<file path="config.mk">
export PLATFORM = sky130hd
export DESIGN_NAME = uart_cmd_ctrl
export DESIGN_NICKNAME = d
export VERILOG_FILES = /design/src/rtl/uart_cmd_pkg.sv /design/src/rtl/uart_cmd_decode.sv /design/src/rtl/uart_cmd_path_en.sv /design/src/rtl/uart_cmd_status.sv /design/src/rtl/uart_cmd_ctrl.sv
export SDC_FILE = /design/constraint.sdc
export NUM_CORES = 1
export LEC_CHECK = 0
export CORE_MARGIN = 1.5
export CORE_UTILIZATION = 35
export CTS_CLUSTER_DIAMETER = 80
export DETAILED_ROUTE_END_ITERATION = 10
export PLACE_DENSITY = 0.73
export SKIP_LAST_GASP = 1
export SYNTH_ARGS = -nofsm -noshare
export SYNTH_HDL_FRONTEND = slang
export SYNTH_SLANG_ARGS = --single-unit
</file>
<file path="constraint.sdc">
create_clock -name clk -period 0.8 [get_ports clk]
set_input_delay 0.16 -clock clk [delete_from_list [all_inputs] [get_ports clk]]
set_output_delay 0.16 -clock clk [all_outputs]
set_load 0.005 [all_outputs]
</file>
<file path="src/rtl/uart_cmd_pkg.sv">
package uart_cmd_pkg;
  localparam int CMD_W   = 8;
  localparam int FLAG_N  = 9;
  localparam int MISC_LO = 4;
  localparam int TXF_LO  = 2;
  localparam int RXF_LO  = 0;

  localparam int F_OVR   = 0;
  localparam int F_PAR   = 1;
  localparam int F_FRM   = 2;
  localparam int F_RBRK  = 3;
  localparam int F_FFULL = 4;
  localparam int F_RXRDY = 5;
  localparam int F_TXEMP = 6;
  localparam int F_TXRDY = 7;
  localparam int F_DBRK  = 8;

  typedef enum logic [2:0] {
    MISC_NOP    = 3'd0,
    MISC_MPTR   = 3'd1,
    MISC_RXRST  = 3'd2,
    MISC_TXRST  = 3'd3,
    MISC_ERRCLR = 3'd4,
    MISC_DBCLR  = 3'd5,
    MISC_BRKON  = 3'd6,
    MISC_BRKOFF = 3'd7
  } misc_e;

  typedef enum logic [1:0] {
    PATH_KEEP = 2'd0,
    PATH_ON   = 2'd1,
    PATH_OFF  = 2'd2,
    PATH_RSV  = 2'd3
  } path_e;

  typedef struct packed {
    logic mptr_rst;
    logic rx_rst;
    logic tx_rst;
    logic err_clr;
    logic db_clr;
    logic brk_on;
    logic brk_off;
    logic tx_on;
    logic tx_off;
    logic rx_on;
    logic rx_off;
  } cmd_t;
endpackage

</file>
<file path="src/rtl/uart_cmd_decode.sv">
module uart_cmd_decode
  import uart_cmd_pkg::*;
#(
  parameter int W = CMD_W
) (
  input  logic         wr,
  input  logic [W-1:0] data,
  output cmd_t         cmd
);
  misc_e misc;
  path_e txf;
  path_e rxf;
  logic  unused_rsv;

  assign misc       = misc_e'(data[MISC_LO +: 3]);
  assign txf        = path_e'(data[TXF_LO +: 2]);
  assign rxf        = path_e'(data[RXF_LO +: 2]);
  assign unused_rsv = data[W-1];

  always_comb begin
    cmd = '0;
    if (wr) begin
      case (misc)
        MISC_MPTR:   cmd.mptr_rst = 1'b1;
        MISC_RXRST:  cmd.rx_rst   = 1'b1;
        MISC_TXRST:  cmd.tx_rst   = 1'b1;
        MISC_ERRCLR: cmd.err_clr  = 1'b1;
        MISC_DBCLR:  cmd.db_clr   = 1'b1;
        MISC_BRKON:  cmd.brk_on   = 1'b1;
        MISC_BRKOFF: cmd.brk_off  = 1'b1;
        default:     ;
      endcase
      cmd.tx_on  = (txf == PATH_ON);
      cmd.tx_off = (txf == PATH_OFF);
      cmd.rx_on  = (rxf == PATH_ON);
      cmd.rx_off = (rxf == PATH_OFF);
    end
  end
endmodule

</file>
<file path="src/rtl/uart_cmd_path_en.sv">
module uart_cmd_path_en (
  input  logic clk,
  input  logic rst_n,
  input  logic rst_req,
  input  logic on_req,
  input  logic off_req,
  output logic en
);
  logic en_q;
  logic en_d;
  logic upd;

  assign upd = rst_req | on_req | off_req;

  always_comb begin
    en_d = en_q;
    if (rst_req) en_d = 1'b0;
    if (on_req)       en_d = 1'b1;
    else if (off_req) en_d = 1'b0;
  end

  always_ff @(posedge clk or negedge rst_n) begin
    if (!rst_n)   en_q <= 1'b0;
    else if (upd) en_q <= en_d;
  end

  assign en = en_q;


  en_on_chk: assert property (@(posedge clk) disable iff (!rst_n)
    on_req |=> en_q);


  rst_off_chk: assert property (@(posedge clk) disable iff (!rst_n)
    (rst_req && !on_req) |=> !en_q);


  en_hold_chk: assert property (@(posedge clk) disable iff (!rst_n)
    !(rst_req || on_req || off_req) |=> $stable(en_q));
endmodule

</file>
<file path="src/rtl/uart_cmd_status.sv">
module uart_cmd_status #(
  parameter int N = 9
) (
  input  logic         clk,
  input  logic         rst_n,
  input  logic [N-1:0] set_i,
  input  logic [N-1:0] clr_i,
  output logic [N-1:0] flags
);
  logic [N-1:0] flags_q;

  for (genvar i = 0; i < N; i++) begin : g_flag
    logic nxt;
    logic ce;
    assign ce  = set_i[i] | clr_i[i];
    assign nxt = set_i[i] & ~clr_i[i];
    always_ff @(posedge clk or negedge rst_n) begin
      if (!rst_n)  flags_q[i] <= 1'b0;
      else if (ce) flags_q[i] <= nxt;
    end
  end

  assign flags = flags_q;


  flag_clr_chk: assert property (@(posedge clk) disable iff (!rst_n)
    (|clr_i) |=> ((flags_q & $past(clr_i)) == '0));


  flag_hold_chk: assert property (@(posedge clk) disable iff (!rst_n)
    (set_i == '0 && clr_i == '0) |=> $stable(flags_q));
endmodule

</file>
<file path="src/rtl/uart_cmd_ctrl.sv">
module uart_cmd_ctrl
  import uart_cmd_pkg::*;
#(
  parameter int W = CMD_W,
  parameter int N = FLAG_N
) (
  input  logic         clk,
  input  logic         rst_n,
  input  logic         cmd_wr,
  input  logic [W-1:0] cmd_data,
  input  logic [N-1:0] flag_set,
  output logic         tx_en,
  output logic         rx_en,
  output logic         mode_ptr_rst,
  output logic         rx_fifo_rst,
  output logic         brk_start,
  output logic         brk_stop,
  output logic         brk_active,
  output logic [N-1:0] flags
);
  logic   rst_meta;
  logic   rst_s;
  cmd_t   cmd;
  logic [N-1:0] clr;
  logic   brk_acc;
  logic   brk_d;
  logic   brk_q;
  logic   brk_ce;
  logic [3:0] pls_d;
  logic [3:0] pls_q;

  always_ff @(posedge clk or negedge rst_n) begin
    if (!rst_n) begin
      rst_meta <= 1'b0;
      rst_s    <= 1'b0;
    end else begin
      rst_meta <= 1'b1;
      rst_s    <= rst_meta;
    end
  end

  uart_cmd_decode #(.W(W)) u_dec (
    .wr   (cmd_wr),
    .data (cmd_data),
    .cmd  (cmd)
  );

  uart_cmd_path_en u_tx_en (
    .clk     (clk),
    .rst_n   (rst_s),
    .rst_req (cmd.tx_rst),
    .on_req  (cmd.tx_on),
    .off_req (cmd.tx_off),
    .en      (tx_en)
  );

  uart_cmd_path_en u_rx_en (
    .clk     (clk),
    .rst_n   (rst_s),
    .rst_req (cmd.rx_rst),
    .on_req  (cmd.rx_on),
    .off_req (cmd.rx_off),
    .en      (rx_en)
  );

  always_comb begin
    clr          = '0;
    clr[F_FFULL] = cmd.rx_rst;
    clr[F_RXRDY] = cmd.rx_rst;
    clr[F_TXEMP] = cmd.tx_rst;
    clr[F_TXRDY] = cmd.tx_rst;
    clr[F_OVR]   = cmd.err_clr;
    clr[F_PAR]   = cmd.err_clr;
    clr[F_FRM]   = cmd.err_clr;
    clr[F_RBRK]  = cmd.err_clr;
    clr[F_DBRK]  = cmd.db_clr;
  end

  uart_cmd_status #(.N(N)) u_stat (
    .clk   (clk),
    .rst_n (rst_s),
    .set_i (flag_set),
    .clr_i (clr),
    .flags (flags)
  );

  assign brk_acc = cmd.brk_on & tx_en;
  assign brk_ce  = brk_acc | cmd.brk_off;

  always_comb begin
    brk_d = brk_q;
    if (brk_acc)     brk_d = 1'b1;
    if (cmd.brk_off) brk_d = 1'b0;
  end

  always_ff @(posedge clk or negedge rst_s) begin
    if (!rst_s)      brk_q <= 1'b0;
    else if (brk_ce) brk_q <= brk_d;
  end

  assign pls_d = {cmd.brk_off, brk_acc, cmd.rx_rst, cmd.mptr_rst};

  always_ff @(posedge clk or negedge rst_s) begin
    if (!rst_s) pls_q <= '0;
    else        pls_q <= pls_d;
  end

  assign mode_ptr_rst = pls_q[0];
  assign rx_fifo_rst  = pls_q[1];
  assign brk_start    = pls_q[2];
  assign brk_stop     = pls_q[3];
  assign brk_active   = brk_q;


  brk_needs_tx_chk: assert property (@(posedge clk) disable iff (!rst_s)
    brk_start |-> $past(tx_en));


  brk_level_chk: assert property (@(posedge clk) disable iff (!rst_s)
    brk_start |-> brk_active);


  pulse_src_chk: assert property (@(posedge clk) disable iff (!rst_s)
    (mode_ptr_rst || rx_fifo_rst || brk_start || brk_stop) |-> $past(cmd_wr));
endmodule

</file>
# == After elaboration in Yosys (flattened, before gate mapping) ==
# Index checks and enable logic that the tools add are counted.
# totals
register_bits,18
elab_cells,76
# classes
n_bitwise,28
n_mux,16
n_eq_ne,11
reduce_logical,6
# op_table
op,count
two-way mux 1 bit,15
bitwise OR 1 bit,14
== test 3 bit (second input constant),4
two-way mux 11 bit,1
bitwise AND 1 bit,10
== test 3 x 2 -> 1 bit (second input constant),2
AND reduction 2 bit,3
nonzero test 3 bit,2
== test 2 x 1 -> 1 bit (second input constant),2
== test 2 bit (second input constant),2
inverter 1 bit,4
== test 3 x 1 -> 1 bit (second input constant),1
nonzero test 2 bit,1

# == Depth between registers and ports, before layout ==
# Gate-level depths: netlist of run 1.
# logic_depth
word_depth,6
mapped_depth,3

# == Modules after synthesis ==
# Synthesis of run 1 repeated with hierarchy kept, for this count alone.
# hier_totals
hier_cells,47
area_unflattened_um2,715.7
# modules_own_cells
module,instances,seq_area_each_um2,cells_each,area_per_inst_um2
uart_cmd_status,1,225.2,18,315.3
uart_cmd_ctrl,1,175.2,11,195.2
uart_cmd_decode,1,0.0,12,127.6
uart_cmd_path_en,2,25.0,3,38.8

# == Worst setup path after synthesis of run 1 ==
# Ideal clock, no wire load.
# synth_path
path_kind,flip-flop to flip-flop
from,reg u_rx_en.en (netlist name)
to,reg u_rx_en.en_q (netlist: u_rx_en.en)
n_path_buf,0
required_ns,0.705
setup_ns,0.095
arrival_time_ns,0.727
stages_incl_launch_ff,4
synth_period_minus_slack_ns,0.822
setup_slack_ns,-0.022
path_cell_list,dfrtp_1 > inv_1 > a311o_1 > o31ai_1
# synth_rtl
element,line_no,source
to (signal assigned),uart_cmd_path_en.sv:24,else if (upd) en_q <= en_d;
to (decl),uart_cmd_path_en.sv:9,logic en_q;

# == Worst setup path after layout of run 1 ==
# layout_path
from,reg u_tx_en.en_q (netlist: u_tx_en.en)
to,out tx_en
# layout_rtl
element,line_no,source
from (decl),uart_cmd_path_en.sv:9,
from (signal assigned),uart_cmd_path_en.sv:24,
to (decl),uart_cmd_ctrl.sv:12,"output logic tx_en,"
# No word-level cell between the ends.

==> results of run 1 <==
Yosys cell counts, drive strengths merged, types with 2 or more instances:
cell type,instances,share of area
dfrtp,18,0.70
nor2,14,0.081
inv,6,0.035
nand2,2,0.012
o21a,2,0.023
power by group through the flow:
stage          Combinational (mW)  Sequential (mW)  Clock, mW
2_1_floorplan              0.0693             1.04          0
3_3_place_gp                0.371             1.02          0
3_5_place_dp                0.376             1.02          0
4_1_cts                     0.337             1.00      0.565
5_1_grt                     0.393             1.01      0.611
6_report                    0.355             1.00      0.536
path summary, 6_finish.rpt:
check / startpoint / to / cells past startpoint
max in group asynchronous: rst_s$_DFF_PN0_ / u_stat.flags[4]$_DFFE_PN0P_ / 1
max reg2reg: u_tx_en.en$_DFFE_PN0P_ / brk_active$_DFFE_PN0P_ / 4
min reg2reg: rst_s$_DFF_PN0_ / u_stat.flags[3]$_DFFE_PN0P_ / 1
min in group clk: cmd_data[5] / pls_q[0]$_DFF_PN0_ / 3
max: u_tx_en.en$_DFFE_PN0P_ / tx_en / 1
min: rst_n / rst_meta$_DFF_PN0_ / 1
per-layer routing:
metal	routed length (um)	global-route usage
met5	0	0
met4	16	0.103
met3	98	0.0397
met2	657	0.222
met1	630	0.190
logic make-up (layout without fill, tap and decap cells):
logic type / after synthesis / after routing / synth area share
AO/OA/AOI/OAI: 8 / 8 / 0.0928
buffers and inverters: 6 / 60 / 0.0348
flip-flops: 18 / 18 / 0.696
other: 1 / 1 / 0.00580
AND/OR/NAND/NOR: 22 / 22 / 0.170
area by class of cell:
type / count / share of cell area
tap: 25 / 0.0285
timing repair buffer: 50 / 0.350
clock buffer: 4 / 0.0330
multi-input combinational: 31 / 0.158
sequential: 18 / 0.410
inverter: 6 / 0.0205
stage by stage:
step                hold WS [ps]  utilization  setup TNS (ps)  setup WS [ps]  instances
floorplan                   -136            -           -21.9          -21.9         55
global placement             186        0.642           -9960           -566        126
detailed placement           184        0.642          -10300           -625        126
CTS                         14.4        0.628           -3030           -187        132
global route                1.73        0.636           -3760           -224        134
finish                      24.4        0.636           -2750           -169        134
sequential cells by signal, indices dropped and copies added, names as in the netlist:
signal	cells
brk_active	1
pls_q	4
rst_meta	1
rst_s	1
u_rx_en.en	1
u_stat.flags	9
u_tx_en.en	1
what timing repair did:
item	in CTS	in global routing
endpoints found under the setup margin	32	21
resized for setup	77	0
pin swaps	3	0
hold buffers	0	0
setup buffers	2	2
cells in the final DEF, fill, tap and decap left out, drive strengths merged:
| master | count |
|---|---|
| o22a | 1 |
| nand2 | 2 |
| nand3 | 1 |
| dfrtp | 18 |
| a311o | 1 |
| nand4 | 1 |
| and4bb | 1 |
| o21a | 2 |
| buf | 32 |
| nand4b | 1 |
| inv | 6 |
| clkbuf | 4 |
| o311ai | 1 |
| dlygate4sd2 | 2 |
| a21oi | 1 |
| nor4b | 1 |
| clkdlybuf4s15 | 3 |
| nor2 | 14 |
| clkdlybuf4s50 | 13 |
| o21ai | 1 |
| nor3 | 1 |
| o31ai | 1 |
| conb | 1 |
==> impl_metrics.env, run 1 <==
export IMPL_wl_per_cell_um=10.5
export IMPL_layout_setup_ws_ps=-169
export IMPL_slowest_delay_ps=400
export IMPL_num_vias=583
export IMPL_synthCells=55
export IMPL_grt_pass1_wl_um=2170
export IMPL_p_switching_mw=0.416
export IMPL_ant_nets=0
export IMPL_combPwrFrac=0.188
export IMPL_postLayoutCellArea_um2=1100
export IMPL_synth_edf_count=0
export IMPL_syn_to_final_growth_pct=69.8
export IMPL_synthesis_nets=75
export IMPL_rrSetupSlack_ps=-130
export IMPL_num_nets_final=130
export IMPL_power_mw=1.89
export IMPL_nFillCells=155
export IMPL_first_global_vias=528
export IMPL_cts_buffers=3
export IMPL_hold_viol_final=0
export IMPL_yosysSeqAreaShare=0.696
export IMPL_start_util=0.375
export IMPL_crit_buf_inv=1
export IMPL_gp_congestion=0.725
export IMPL_critPathMaxFanout=2
export IMPL_max_clock_path_buffers=2
export IMPL_slowest_stage="dfrtp_1"
export IMPL_route_detailed_drc=0
export IMPL_gr_usage_all_layers=0.151
export IMPL_crit_required_ps=640
export IMPL_synth_area_um2=647
export IMPL_end_kind="primary output"
export IMPL_clkPwrFrac=0.283
export IMPL_port_buffers=34
export IMPL_internal_power_mw=1.48
export IMPL_root_buffer="clkbuf_4"
export IMPL_fp_row_count=15
export IMPL_startpoint_type="flip-flop"
export IMPL_leakage_nw=0.515
export IMPL_insertion_delay_ps=280
export IMPL_p_per_area_nw_per_um2=1720
export IMPL_drive_above_1_share=0.358
export IMPL_worstSetupPathType="reg -> out"
export IMPL_min_path_type="in -> async"
export IMPL_die_area_um2=2120
export IMPL_swShare=0.220
export IMPL_dp_hpwl_um=1080
export IMPL_ys_seq_elements=18
export IMPL_p_seq_frac=0.529
export IMPL_placedInstanceArea_um2=1110
export IMPL_async_reset_ff_frac=1.00
export IMPL_die_w_um=46.0
export IMPL_die_h_um=46.0
export IMPL_slew_violations=0
export IMPL_io_pins=36
export IMPL_clk_pin_slew_worst_paths_ps=90
export IMPL_clock_skew_ps=2.83
export IMPL_path_cells="buf_2"
export IMPL_multi_input_area_um2=174
export IMPL_drt_iter0_drc=6
export IMPL_violations="setup timing"
export IMPL_cts_tree="done"
export IMPL_antenna_cells=0
export IMPL_antenna_found_initial=0
export IMPL_setup_viol=20
export IMPL_crit_family="flip-flops"
export IMPL_htree_levels=1
export IMPL_clock_sinks=18
export IMPL_cap_violations=0
export IMPL_via_per_inst=4.35
export IMPL_ir_drop_mv=1.20
export IMPL_status="finished, violations left"
export IMPL_ys_warn_count=0
export IMPL_rsz0062_at_grt="true"
export IMPL_dr_pass1_iters=4
export IMPL_fin_crit_ps=969
export IMPL_timing_fmax_mhz=1030
export IMPL_fin_crit_sh=1.21
export IMPL_seqCellArea_um2=450
export IMPL_ys_types=18
export IMPL_wl_um=1400
export IMPL_core_um2=1730
export IMPL_worstPathArrival_ps=810
export IMPL_syn_area_per_cell_um2=11.8
export IMPL_ys_flop_type="dfrtp_1"
export IMPL_grt_overflow=0
export IMPL_grt_max_degree=17
Note: power is estimated with default switching activity, not from simulation.
==> inputs of run 2 (changes only) <==
Settings changed: ABC_AREA from default to 0.
==> results of run 2 <==
Same layout as run 1: the final DEF is identical, and so are final timing and power.
==> inputs of run 3 (changes only) <==
Settings changed: CORE_ASPECT_RATIO from default to 1.25.
==> impl_metrics.env, run 3 (synthesis gave the netlist of run 1 again) <==
export IMPL_antenna_found_initial=0
export IMPL_slowest_stage="dfrtp_1"
export IMPL_clk_pin_slew_worst_paths_ps=100
export IMPL_grt_overflow=0
export IMPL_ir_drop_mv=1.19
export IMPL_wl_per_cell_um=12.1
export IMPL_hold_slack_ps=31.6
export IMPL_htree_levels=1
export IMPL_clock_sinks=18
export IMPL_p_per_area_nw_per_um2=1630
export IMPL_violations="setup timing"
export IMPL_status="finished, violations left"
export IMPL_wl_um=1540
export IMPL_timing_fmax_mhz=1020
export IMPL_largest_register_ff_count=9
export IMPL_final_cell_mix="dfrtp_1, buf_2, nor2_1, buf_4, clkdlybuf4s50_1"
export IMPL_fin_crit_sh=1.22
export IMPL_drt_iter0_drc=12
export IMPL_crit_buf_inv=1
export IMPL_crit_required_ps=640
export IMPL_worstSetupPathType="reg -> out"
export IMPL_setup_viol=21
export IMPL_top_usage_layer="met2"
export IMPL_first_global_vias=561
export IMPL_start_util=0.371
export IMPL_place_worst_setup_slack_ps=-639
export IMPL_layout_setup_ws_ps=-177
export IMPL_die_area_um2=2120
export IMPL_grt_max_degree=13
export IMPL_nFillCells=137
export IMPL_min_path_type="in -> async"
export IMPL_num_nets_final=130
export IMPL_gp_congestion=0.747
export IMPL_crit_family="flip-flops"
export IMPL_die_h_um=51.1
export IMPL_slew_violations=0
export IMPL_dp_hpwl_um=1150
export IMPL_syn_to_final_growth_pct=68.7
export IMPL_layout_commonest_cell="dfrtp_1"
export IMPL_slowest_delay_ps=400
export IMPL_timing_rr_start="u_tx_en.en$_DFFE_PN0P_"
export IMPL_holdBufCountCts=0
export IMPL_port_buffers=34
export IMPL_fp_row_count=17
export IMPL_cap_violations=0
export IMPL_critPathMaxFanout=2
export IMPL_gr_usage_all_layers=0.163
export IMPL_antenna_cells=0
export IMPL_drive_above_1_share=0.352
export IMPL_startpoint_type="flip-flop"
export IMPL_gr_usage_met1=0.183
export IMPL_core_um2=1740
export IMPL_cts_tree="done"
export IMPL_dr_pass1_iters=3
export IMPL_ant_nets=0
export IMPL_num_vias=590
export IMPL_grt_pass1_wl_um=2540
export IMPL_leakage_nw=0.511
export IMPL_path_cells="buf_2"
export IMPL_insertion_delay_ps=290
export IMPL_clock_skew_ps=7.58
export IMPL_met2_usage=0.263
export IMPL_use_met3=0.0601
export IMPL_fin_crit_ps=977
export IMPL_io_pins=36
export IMPL_timing_critical_path_from="u_tx_en.en$_DFFE_PN0P_"
export IMPL_end_kind="primary output"
export IMPL_via_per_inst=4.65
export IMPL_hold_viol_final=0
export IMPL_cts_buffers=3
export IMPL_rsz0062_at_grt="true"
export IMPL_power_mw=1.78
export IMPL_worstPathArrival_ps=820
export IMPL_max_clock_path_buffers=2
export IMPL_die_w_um=41.5
export IMPL_root_buffer="clkbuf_4"
export IMPL_route_detailed_drc=0
## run 3: changes by cell type in the layout (fill, tap and decap cells not counted), sizes merged
cell / before / now
clkbuf: 4 / 3
clkdlybuf4s15: 3 / 4
dlygate4sd2: 2 / 1
## run 3: stage by stage
stage          std cells  area [um^2]   util  setup TNS, ps
2_1_floorplan         55          647      -          -21.9
3_3_place_gp         118         1100  0.630         -10260
3_5_place_dp         118         1100  0.630         -10840
4_1_cts              125         1070  0.615          -2640
5_1_grt              127         1090  0.626          -3730
6_report             127         1090  0.626          -2750
## run 3: report_power, final
group	internal [mW]	leakage (nW)	total [mW]	switching (mW)
sequential	0.974	0.199	1.01	0.0342
combinational	0.222	0.298	0.347	0.125
clock	0.175	0.0138	0.426	0.251
## run 3: path summary, 6_finish.rpt
path                                                    end  slack, ps  depth (start not counted)
worst min register to register       u_tx_en.en$_DFFE_PN0P_         90                          0
max in group asynchronous       u_stat.flags[5]$_DFFE_PN0P_        370                          1
worst max-delay path                                  tx_en       -180                          1
worst min-delay path                     rst_meta$_DFF_PN0_         30                          1
min in group clk                         pls_q[0]$_DFF_PN0_        220                          2
worst max register to register       u_tx_en.en$_DFFE_PN0P_       -140                          4
## run 3: cell type report
class	count	area, um^2	area share
tap	19	23.8	0.0218
sequential	18	450	0.413
timing repair buffer	50	398	0.365
multi-input combinational	31	174	0.159
clock buffer	3	22.5	0.0206
inverter	6	22.5	0.0206
## run 3: per-layer routing
metal / part of all wire / vias to the layer above
li1: - / 290
met1: 0.41 / 274
met2: 0.50 / 24
met3: 0.079 / 2
met4: 0.012 / 0
met5: 0 / -
## run 3: repair_timing
action                                  CTS  global route
buffers inserted                          4             2
pin swaps                                 3             1
endpoints found under the setup margin   32            21
gates resized for setup                  76             1
